File: config.mk
export PLATFORM = sky130hd
export DESIGN_NAME = fan_power_sequencer
export DESIGN_NICKNAME = d
export VERILOG_FILES = /design/src/rtl/fan_seq_pkg.sv /design/src/rtl/fan_div_select.sv /design/src/rtl/fan_step_timer.sv /design/src/rtl/fan_enable_bank.sv /design/src/rtl/fan_power_sequencer.sv
export SDC_FILE = /design/constraint.sdc
export NUM_CORES = 1
export LEC_CHECK = 0
export BUFFER_PORTS_ARGS = -buffer_cell sky130_fd_sc_hd__buf_2
export CAP_MARGIN = 20
export CORE_ASPECT_RATIO = 1.75
export CORE_MARGIN = 2
export CORE_UTILIZATION = 39
export DETAILED_ROUTE_END_ITERATION = 10
export PLACE_DENSITY = 0.56
export SLEW_MARGIN = 20
export SYNTH_ARGS = -nofsm -noshare
export SYNTH_HDL_FRONTEND = slang
export SYNTH_HIERARCHICAL = 1
export SYNTH_SLANG_ARGS = --single-unit
File: constraint.sdc
create_clock -name clk -period 6.5 [get_ports clk]
set_input_delay 0.65 -clock clk [delete_from_list [all_inputs] [get_ports clk]]
set_output_delay 0.65 -clock clk [all_outputs]
set_load 0.02 [all_outputs]
File: src/rtl/fan_seq_pkg.sv
package fan_seq_pkg;
  localparam int NUM_FANS = 6;
  localparam int CODE_W   = 3;
  localparam int STEP_W   = 3;

  // Position in the bring-up order -> fan bit index (bit i is fan i+1).
  function automatic logic [2:0] order_idx(input logic [2:0] pos);
    case (pos)
      3'd0:    order_idx = 3'd5;
      3'd1:    order_idx = 3'd1;
      3'd2:    order_idx = 3'd2;
      3'd3:    order_idx = 3'd0;
      3'd4:    order_idx = 3'd3;
      3'd5:    order_idx = 3'd4;
      default: order_idx = 3'd0;
    endcase
  endfunction

  // Mask of fans that come before the given fan bit in the order.
  function automatic logic [5:0] prereq_mask(input int fan);
    logic [5:0] m;
    logic       hit;
    m   = '0;
    hit = 1'b0;
    for (int p = 0; p < NUM_FANS; p++) begin
      if (int'(order_idx(3'(p))) == fan) hit = 1'b1;
      if (!hit) m[order_idx(3'(p))] = 1'b1;
    end
    return m;
  endfunction
endpackage

File: src/rtl/fan_div_select.sv
module fan_div_select
  import fan_seq_pkg::*;
#(
  parameter int N_FANS = NUM_FANS,
  parameter int CW     = CODE_W
) (
  input  logic [N_FANS*CW-1:0] div_codes,
  input  logic [STEP_W-1:0]    step,
  output logic [CW-1:0]        code,
  output logic [2:0]           sel_fan
);
  int base;

  always_comb begin
    sel_fan = order_idx(step);
    base    = int'(sel_fan) * CW;
    if (int'(step) < N_FANS) code = div_codes[base +: CW];
    else                     code = '0;
  end
endmodule

File: src/rtl/fan_step_timer.sv
module fan_step_timer #(
  parameter int BASE_TICKS = 1489583,
  parameter int CW         = 3
) (
  input  logic          clk,
  input  logic          rst_n,
  input  logic          clear,
  input  logic          run,
  input  logic [CW-1:0] code,
  output logic          fire
);
  localparam int MAX_SHIFT    = (1 << CW) - 1;
  localparam int MAX_INTERVAL = BASE_TICKS * (2 ** MAX_SHIFT);
  localparam int CNT_W        = $clog2(MAX_INTERVAL + 1);

  logic [CNT_W-1:0] cnt;
  logic [CNT_W-1:0] interval;

  always_comb begin
    interval = CNT_W'(BASE_TICKS) << code;
    fire     = run && !clear && (cnt >= interval - CNT_W'(1));
  end

  always_ff @(posedge clk or negedge rst_n) begin
    if (!rst_n)                    cnt <= '0;
    else if (clear || !run || fire) cnt <= '0;
    else                           cnt <= cnt + CNT_W'(1);
  end

  // the wait counter never runs past the longest legal interval
  assert_cnt_bound_R4: assert property (@(posedge clk) disable iff (!rst_n)
    int'(cnt) < MAX_INTERVAL);

  // the counter is held at zero after a cleared cycle
  assert_cnt_cleared_R1: assert property (@(posedge clk) disable iff (!rst_n)
    clear |=> cnt == '0);
endmodule

File: src/rtl/fan_enable_bank.sv
module fan_enable_bank
  import fan_seq_pkg::*;
#(
  parameter int N_FANS = NUM_FANS
) (
  input  logic              clk,
  input  logic              rst_n,
  input  logic              clear,
  input  logic              fire,
  input  logic              last,
  input  logic [2:0]        sel_fan,
  output logic [N_FANS-1:0] fan_en,
  output logic              seq_done
);
  for (genvar i = 0; i < N_FANS; i++) begin : g_fan
    localparam logic [5:0] PRE = prereq_mask(i);

    always_ff @(posedge clk or negedge rst_n) begin
      if (!rst_n)                              fan_en[i] <= 1'b0;
      else if (clear)                          fan_en[i] <= 1'b0;
      else if (fire && int'(sel_fan) == i)     fan_en[i] <= 1'b1;
    end

    // a fan only comes on once every fan ahead of it is on
    assert_order_R3: assert property (@(posedge clk) disable iff (!rst_n)
      $rose(fan_en[i]) |-> ((6'(fan_en) & PRE) == PRE));

    // an enabled fan stays on while not cleared
    assert_hold_R5: assert property (@(posedge clk) disable iff (!rst_n)
      (fan_en[i] && !clear) |=> fan_en[i]);
  end

  always_ff @(posedge clk or negedge rst_n) begin
    if (!rst_n)            seq_done <= 1'b0;
    else if (clear)        seq_done <= 1'b0;
    else if (fire && last) seq_done <= 1'b1;
  end

  // at most one new enable per edge
  assert_single_step_R2: assert property (@(posedge clk) disable iff (!rst_n)
    $onehot0(fan_en & ~$past(fan_en)));

  // done implies the full set is on
  assert_done_full_R6: assert property (@(posedge clk) disable iff (!rst_n)
    seq_done |-> (&fan_en));
endmodule

File: src/rtl/fan_power_sequencer.sv
module fan_power_sequencer
  import fan_seq_pkg::*;
#(
  parameter int BASE_TICKS = 1489583
) (
  input  logic                       clk,
  input  logic                       rst_n,
  input  logic                       init,
  input  logic                       supply_ok,
  input  logic [NUM_FANS*CODE_W-1:0] div_codes,
  output logic [NUM_FANS-1:0]        fan_en,
  output logic                       seq_done
);
  logic [STEP_W-1:0] step;
  logic [CODE_W-1:0] code;
  logic [2:0]        sel_fan;
  logic              clear, run, fire, last;

  always_comb begin
    clear = init || !supply_ok;
    run   = int'(step) < NUM_FANS;
    last  = int'(step) == NUM_FANS - 1;
  end

  always_ff @(posedge clk or negedge rst_n) begin
    if (!rst_n)     step <= '0;
    else if (clear) step <= '0;
    else if (fire)  step <= step + STEP_W'(1);
  end

  fan_div_select #(.N_FANS(NUM_FANS), .CW(CODE_W)) u_sel (
    .div_codes (div_codes),
    .step      (step),
    .code      (code),
    .sel_fan   (sel_fan)
  );

  fan_step_timer #(.BASE_TICKS(BASE_TICKS), .CW(CODE_W)) u_timer (
    .clk   (clk),
    .rst_n (rst_n),
    .clear (clear),
    .run   (run),
    .code  (code),
    .fire  (fire)
  );

  fan_enable_bank #(.N_FANS(NUM_FANS)) u_bank (
    .clk      (clk),
    .rst_n    (rst_n),
    .clear    (clear),
    .fire     (fire),
    .last     (last),
    .sel_fan  (sel_fan),
    .fan_en   (fan_en),
    .seq_done (seq_done)
  );

  // supply low forces every output off at the next edge
  assert_off_without_supply_R1: assert property (@(posedge clk) disable iff (!rst_n)
    !supply_ok |=> (fan_en == '0 && !seq_done));

  // init clears the outputs
  assert_init_clears_R8: assert property (@(posedge clk) disable iff (!rst_n)
    init |=> (fan_en == '0 && !seq_done));

  // step count never passes the fan count
  assert_step_range_R6: assert property (@(posedge clk) disable iff (!rst_n)
    int'(step) <= NUM_FANS);
endmodule

# Word-level counts from Yosys, hierarchy flattened
# Cells that the tools add are included.
# op_classes
add_sub_neg	3
mul	1
n_lt_le_gt_ge	2
eq_ne	10
shift	2
mux	19
reduce_logical	25
# ops
cell	count
18-bit by 32-bit indexed part select with 3-bit output	1
28-bit by 1-bit adder with 28-bit output (second input constant)	1
28-bit greater-or-equal comparator	1
28-bit two-way mux	1
21-bit by 3-bit << shifter with 28-bit output (first input constant)	1
28-bit by 1-bit subtractor with 28-bit output (second input constant)	1
3-bit == test (second input constant)	7
2-bit nonzero test	8
3-bit case mux with 5 select lines	1
1-bit two-way mux	14
1-bit logical AND	9
3-bit two-way mux	3
3-bit by 2-bit == test with 1-bit output (second input constant)	2
3-bit zero test	2
3-bit by 2-bit multiplier with 5-bit output (second input constant)	1
3-bit by 1-bit adder with 3-bit output (second input constant)	1
3-bit by 1-bit == test with 1-bit output (second input constant)	1
1-bit zero test	3
1-bit logical OR	3
3-bit less-than comparator (second input constant)	1
# totals
ff_bits	38
input_bits	22
output_inout_bits	7
word_cells	71

# Logic depth before layout (Yosys ltp)
# logic_depth
word_depth	12
depth_mapped	22
depth_no_buf	18

# Hierarchy
# Netlist, hierarchy kept.
# modules_own_cells
mod	instances	cells_each	area_per_inst_um2	seq_area_each_um2
fan_step_timer	1	310	2803.9	700.7
fan_enable_bank	1	27	297.8	175.2
fan_div_select	1	33	237.7	0.0
fan_power_sequencer	1	16	175.2	75.1

# Worst setup path before layout
# No wires, ideal clock.
# synth_path
kind	in2reg
startpoint	in div_codes[5]
endpoint	reg u_bank.fan_en[0]
setup_ps	77
arrival_time_ps	5241
t_required_ps	6423
path_slack_ps	1182
path_stages	21
n_path_buf	3
cell_sequence	nor3b_1 o32a_1 nor2_1 buf_1 inv_1 clkbuf_1 ha_1 or3b_2 nor4_4 nand4_1 o311ai_0 o31a_1 ha_1 nand4_1 nor3_1 a221oi_1 o21ai_0 clkbuf_1 o21ba_2 or4b_1 a21oi_1
# synth_via
elab_chain_cells	8
# synth_rtl
element	line	rtl
start: declaration	fan_power_sequencer.sv:10	input logic [NUM_FANS*CODE_W-1:0] div_codes,
18-bit by 32-bit indexed part select with 3-bit output	fan_div_select.sv:17	if (int'(step) < N_FANS) code = div_codes[base +: CW];
3-bit two-way mux	fan_div_select.sv:17	
named net code[2]	fan_power_sequencer.sv:15	logic [CODE_W-1:0] code;
21-bit by 3-bit << shifter with 28-bit output	fan_step_timer.sv:20	interval = CNT_W'(BASE_TICKS) << code;
28-bit by 1-bit subtractor with 28-bit output	fan_step_timer.sv:21	fire = run && !clear && (cnt >= interval - CNT_W'(1));
28-bit greater-or-equal comparator	fan_step_timer.sv:21	
1-bit logical AND	fan_step_timer.sv:21	
named net fire	fan_power_sequencer.sv:17	logic clear, run, fire, last;
1-bit logical AND	fan_enable_bank.sv:21	else if (fire && int'(sel_fan) == i) fan_en[i] <= 1'b1;
2-bit nonzero test (no line)	n/a	
end: declaration	fan_enable_bank.sv:12	output logic [N_FANS-1:0] fan_en,
# The timed path passes the listed nets, and every way through them passes these cells.
# A chain may end at the register's enable or synchronous reset.

# Worst setup path in the final report
# layout_path
startpoint	reg step[0]
endpoint	reg u_bank.fan_en[0]
# layout_via
elab_chain_cells	11
word_cells_on_any_way	18
cone_classes	add/sub (1); mul (1); order compare (2); eq/ne (4); shift (2); mux (2); reduce/logical (6)
# layout_rtl
element	line	rtl
start: declaration	fan_power_sequencer.sv:14	logic [STEP_W-1:0] step;
start signal: assignment	fan_power_sequencer.sv:28	else if (fire) step <= step + STEP_W'(1);
3-bit == test (tied with other cells)	fan_seq_pkg.sv:8	case (pos)
3-bit case mux with 5 select lines	fan_seq_pkg.sv:8	
3-bit by 2-bit multiplier with 5-bit output	fan_div_select.sv:16	base = int'(sel_fan) * CW;
18-bit by 32-bit indexed part select with 3-bit output	fan_div_select.sv:17	
3-bit two-way mux *	fan_div_select.sv:17	
named net code[0]	fan_power_sequencer.sv:15	
21-bit by 3-bit << shifter with 28-bit output *	fan_step_timer.sv:20	
28-bit by 1-bit subtractor with 28-bit output *	fan_step_timer.sv:21	
28-bit greater-or-equal comparator *	fan_step_timer.sv:21	
1-bit logical AND *	fan_step_timer.sv:21	
named net fire	fan_power_sequencer.sv:17	
1-bit logical AND *	fan_enable_bank.sv:21	
2-bit nonzero test (no line) *	n/a	
# The timed path passes the listed nets; every way through them passes the cells marked *.

==> key figures <==
Outcome
  • Outcome: complete, no violations

CTS
  • CTS tree: yes
  • CTS Sinks: 38
  • Post-CTS Setup Bufs: 0
  • CTS Buf Count: 5
  • H-tree levels: 2
  • CTS max path bufs: 2
  • # hold bufs at CTS: 0
  • Clock root cell: clkbuf_16
  • Clk Latency, worst-skew pair: 290 ps
  • Post-CTS resize count: 0
  • Clock transition at path regs: 70 ps

GRT
  • Total GRT Usage: 20.1%
  • Vias in the first global route: 2915
  • Total grt overflow: 0
  • First-pass GRT wire length: 14.7 mm
  • Largest net degree at the start of global routing: 39
  • Initial antenna violation count: 0

Routing
  • Via density: 5.65
  • ANT nets after route: 0
  • Avg WL per Cell: 17.7 µm
  • Initial DRT Pass Iterations: 4
  • Initial DRC count: 141
  • DRC violations left: 0
  • Vias post-DR: 2972
  • Final wirelength: 9.30 mm

Yosys
  • Cell count after synthesis: 386
  • Synth cell types: 58
  • FFs w/ async S/R, synth: 100%
  • Synth Cell Area: 3510 µm²
  • Share of the yosys chip area belonging to registers: 27.1%
  • Post-synth EDFFs: 0
  • Average size of a mapped cell: 9.11 µm²
  • Mapped Nets: 453
  • Synth top cells by count: ha_1 (45), dfrtp_1 (38), xnor2_1 (27), a21oi_1 (26), nand2_1 (26)
  • Synth Register Bits: 38
  • Synth top area cells: dfrtp_1 (27%), ha_1 (16%), xnor2_1 (6.7%), nor4_2 (4.3%), nor4_1 (3.7%)
  • Synth Warn #: 6
  • Synth top area share: 27.1%
  • Cell taking the most area after synthesis: dfrtp_1
  • Ys flop type: dfrtp_1
  • Cell with the most instances after synthesis: ha_1

Finish
  • Antenna Cells: 0
  • Area growth syn-to-layout: 11.7%
  • Share of cells above drive strength 1: 16.4%
  • Nets: 475
  • Final non-filler cell area: 3930 µm²
  • Final core area utilization: 45.0%

Critical path
  • CP arrival: 5860 ps
  • Crit end category: flop
  • Worst EP required: 6720 ps
  • CP cell instances: or3_4 > o22ai_1 > nor2_1 > buf_4 > inv_1 > ha_1 > or3b_2 > nor4_4 > nand4_1 > o311ai_0 > o31a_1 > ha_1 > nand4_1 > nor3_1 > a221oi_1 > o21ai_2 > buf_4 > o21ba_2 > or4b_1 > a21oi_1
  • Worst setup path class: flop to flop
  • Critical Path Fanout Max: 29
  • Startpoint types: flop
  • Slowest-stage cell, CP: dfrtp_1
  • Worst stage delay on the critical path: 570 ps

Power and ir drop
  • Total power: 0.000651 W
  • Switching Power: 0.000163 W
  • Sw Share: 25.0%
  • Pwr dens: 166 nW/µm²
  • Clock power share: 51.1%
  • Gate power share: 12.4%
  • Seq pwr share: 36.5%
  • Internal power: 0.000489 W
  • Worst VDD drop: 179 µV
  • Leak: 1.65 nW

Timing
  • Worst Skew: 4.05 ps
  • Min Clock Period, post-route: 5640 ps
  • Max Fclk: 177 MHz
  • Final worst-path cycle share: 86.8%
  • Slew Limit Fails: 0
  • TNS Setup: 0 ps
  • Relative slew margins: 37.7%
  • Setup violators final: 0
  • Slew @ Worst Pin: 935 ps
  • Final hold vios: 0
  • RSZ-0062 raised after global routing: false

Floorplanning
  • # rows: 45
  • Initial Utilization: 40.3%
  • Die Width: 75.8 µm
  • I/O pin cnt: 29
  • Die area: 9820 µm²
  • DIE HEIGHT: 130 µm
  • Core area: 8730 µm²

Placed design
  • PortBufs: 28
  • Detail Placement HPWL: 6.88 mm
  • GP Congestion: 0.847
  • Placed inst area: 3730 µm²

Min path
  • Min-Delay Path Class: input pin to asynchronous set/reset pin

Flow run
  • Max_cap viols: 0
## cell type report
cell class	instances	area [µm²]
multi-input cells	310	2380
fillers	859	4800
inverters	20	75.1
clock buffers	5	125
well taps	117	146
repair buffers	33	178
flip-flops and latches	38	951
clock inverters	3	68.8
## worst max-delay path, delay by kind of cell (launching register included)
family                   cells  cell delay (ps)
AO/OA/AOI/OAI                7             1380
flip-flops                   1              570
buffers and inverters        3              790
adder cells (fa/ha/maj)      2              490
AND/OR/NAND/NOR              8             2310
## power by group through the flow
stage                     clock [W]  combinational, W  sequential (W)
after floorplan                   0         0.0000524        0.000242
after global placement            0         0.0000789        0.000242
after detailed placement          0         0.0000806        0.000242
after CTS                  0.000339         0.0000812        0.000238
after global routing       0.000346         0.0000903        0.000238
final                      0.000333         0.0000809        0.000238
## flip-flops by register name, indices dropped and copies added (netlist names)
| signal | flops |
|---|---|
| step | 3 |
| u_bank/seq_done | 1 |
| u_timer/cnt | 28 |
| u_bank/fan_en | 6 |
## through the flow
stage	std cells	setup WS [ps]	hold WS [ps]
2_1_floorplan	386	1180	354
5_1_grt	526	388	535
6_report	526	855	488
3_3_place_gp	518	1070	486
3_5_place_dp	518	943	482
4_1_cts	526	902	508
## kinds of logic after synthesis
logic type,count (synthesis),synth area share [%]
flops,38,27.1
simple gates,162,29.7
buf+inv,38,5.23
xor+xnor,35,8.72
mux,6,1.74
fa+ha+maj,45,16.0
compound gates,62,11.5
## path summary, 6_finish.rpt
check,startpoint,end,slack (ps),cells past startpoint
worst max-delay path,step[0],u_bank/fan_en[0],860,20
worst min-delay path,rst_n,u_timer/cnt[4],490,1
worst max register to register,step[0],u_bank/fan_en[0],860,20
worst min register to register,u_bank/seq_done,u_bank/seq_done,510,2
max in group asynchronous,rst_n,u_timer/cnt[19],5410,1
min in group clk,u_bank/seq_done,u_bank/seq_done,510,2
## layout by cell type, fill, tap and decap left out, types with 3 or more instances in the layout
| cell | Yosys | routed |
|---|---|---|
| clkbuf_16 | 0 | 5 |
| nor4_2 | 12 | 12 |
| nor2_1 | 19 | 19 |
| nand4_1 | 13 | 13 |
| and4_1 | 5 | 5 |
| a21oi_1 | 26 | 26 |
| and2_1 | 4 | 4 |
| nor3_1 | 12 | 12 |
| buf_2 | 3 | 28 |
| o21ai_0 | 10 | 9 |
| nand4bb_1 | 3 | 3 |
| inv_1 | 20 | 20 |
| and3_1 | 5 | 5 |
| mux2i_1 | 5 | 5 |
| a221oi_1 | 3 | 3 |
| xor2_1 | 8 | 8 |
| nand3b_1 | 3 | 3 |
| nand3_1 | 14 | 14 |
| nor3b_1 | 3 | 3 |
| nand2b_1 | 3 | 3 |
| ha_1 | 45 | 45 |
| dfrtp_1 | 38 | 38 |
| nor2b_1 | 3 | 3 |
| buf_4 | 0 | 5 |
| nand2_1 | 26 | 26 |
| nor4_1 | 21 | 21 |
| xnor2_1 | 27 | 27 |
## layer usage
metal  up-vias  global-route usage [%]  wire (µm)
met5         -                       0          0
met4         0                    8.15        260
met3        16                    2.80        312
met2        67                    37.4       5190
met1      1412                    21.7       3530
li1       1477                       -          -
(Power assumes the default switching activity.)
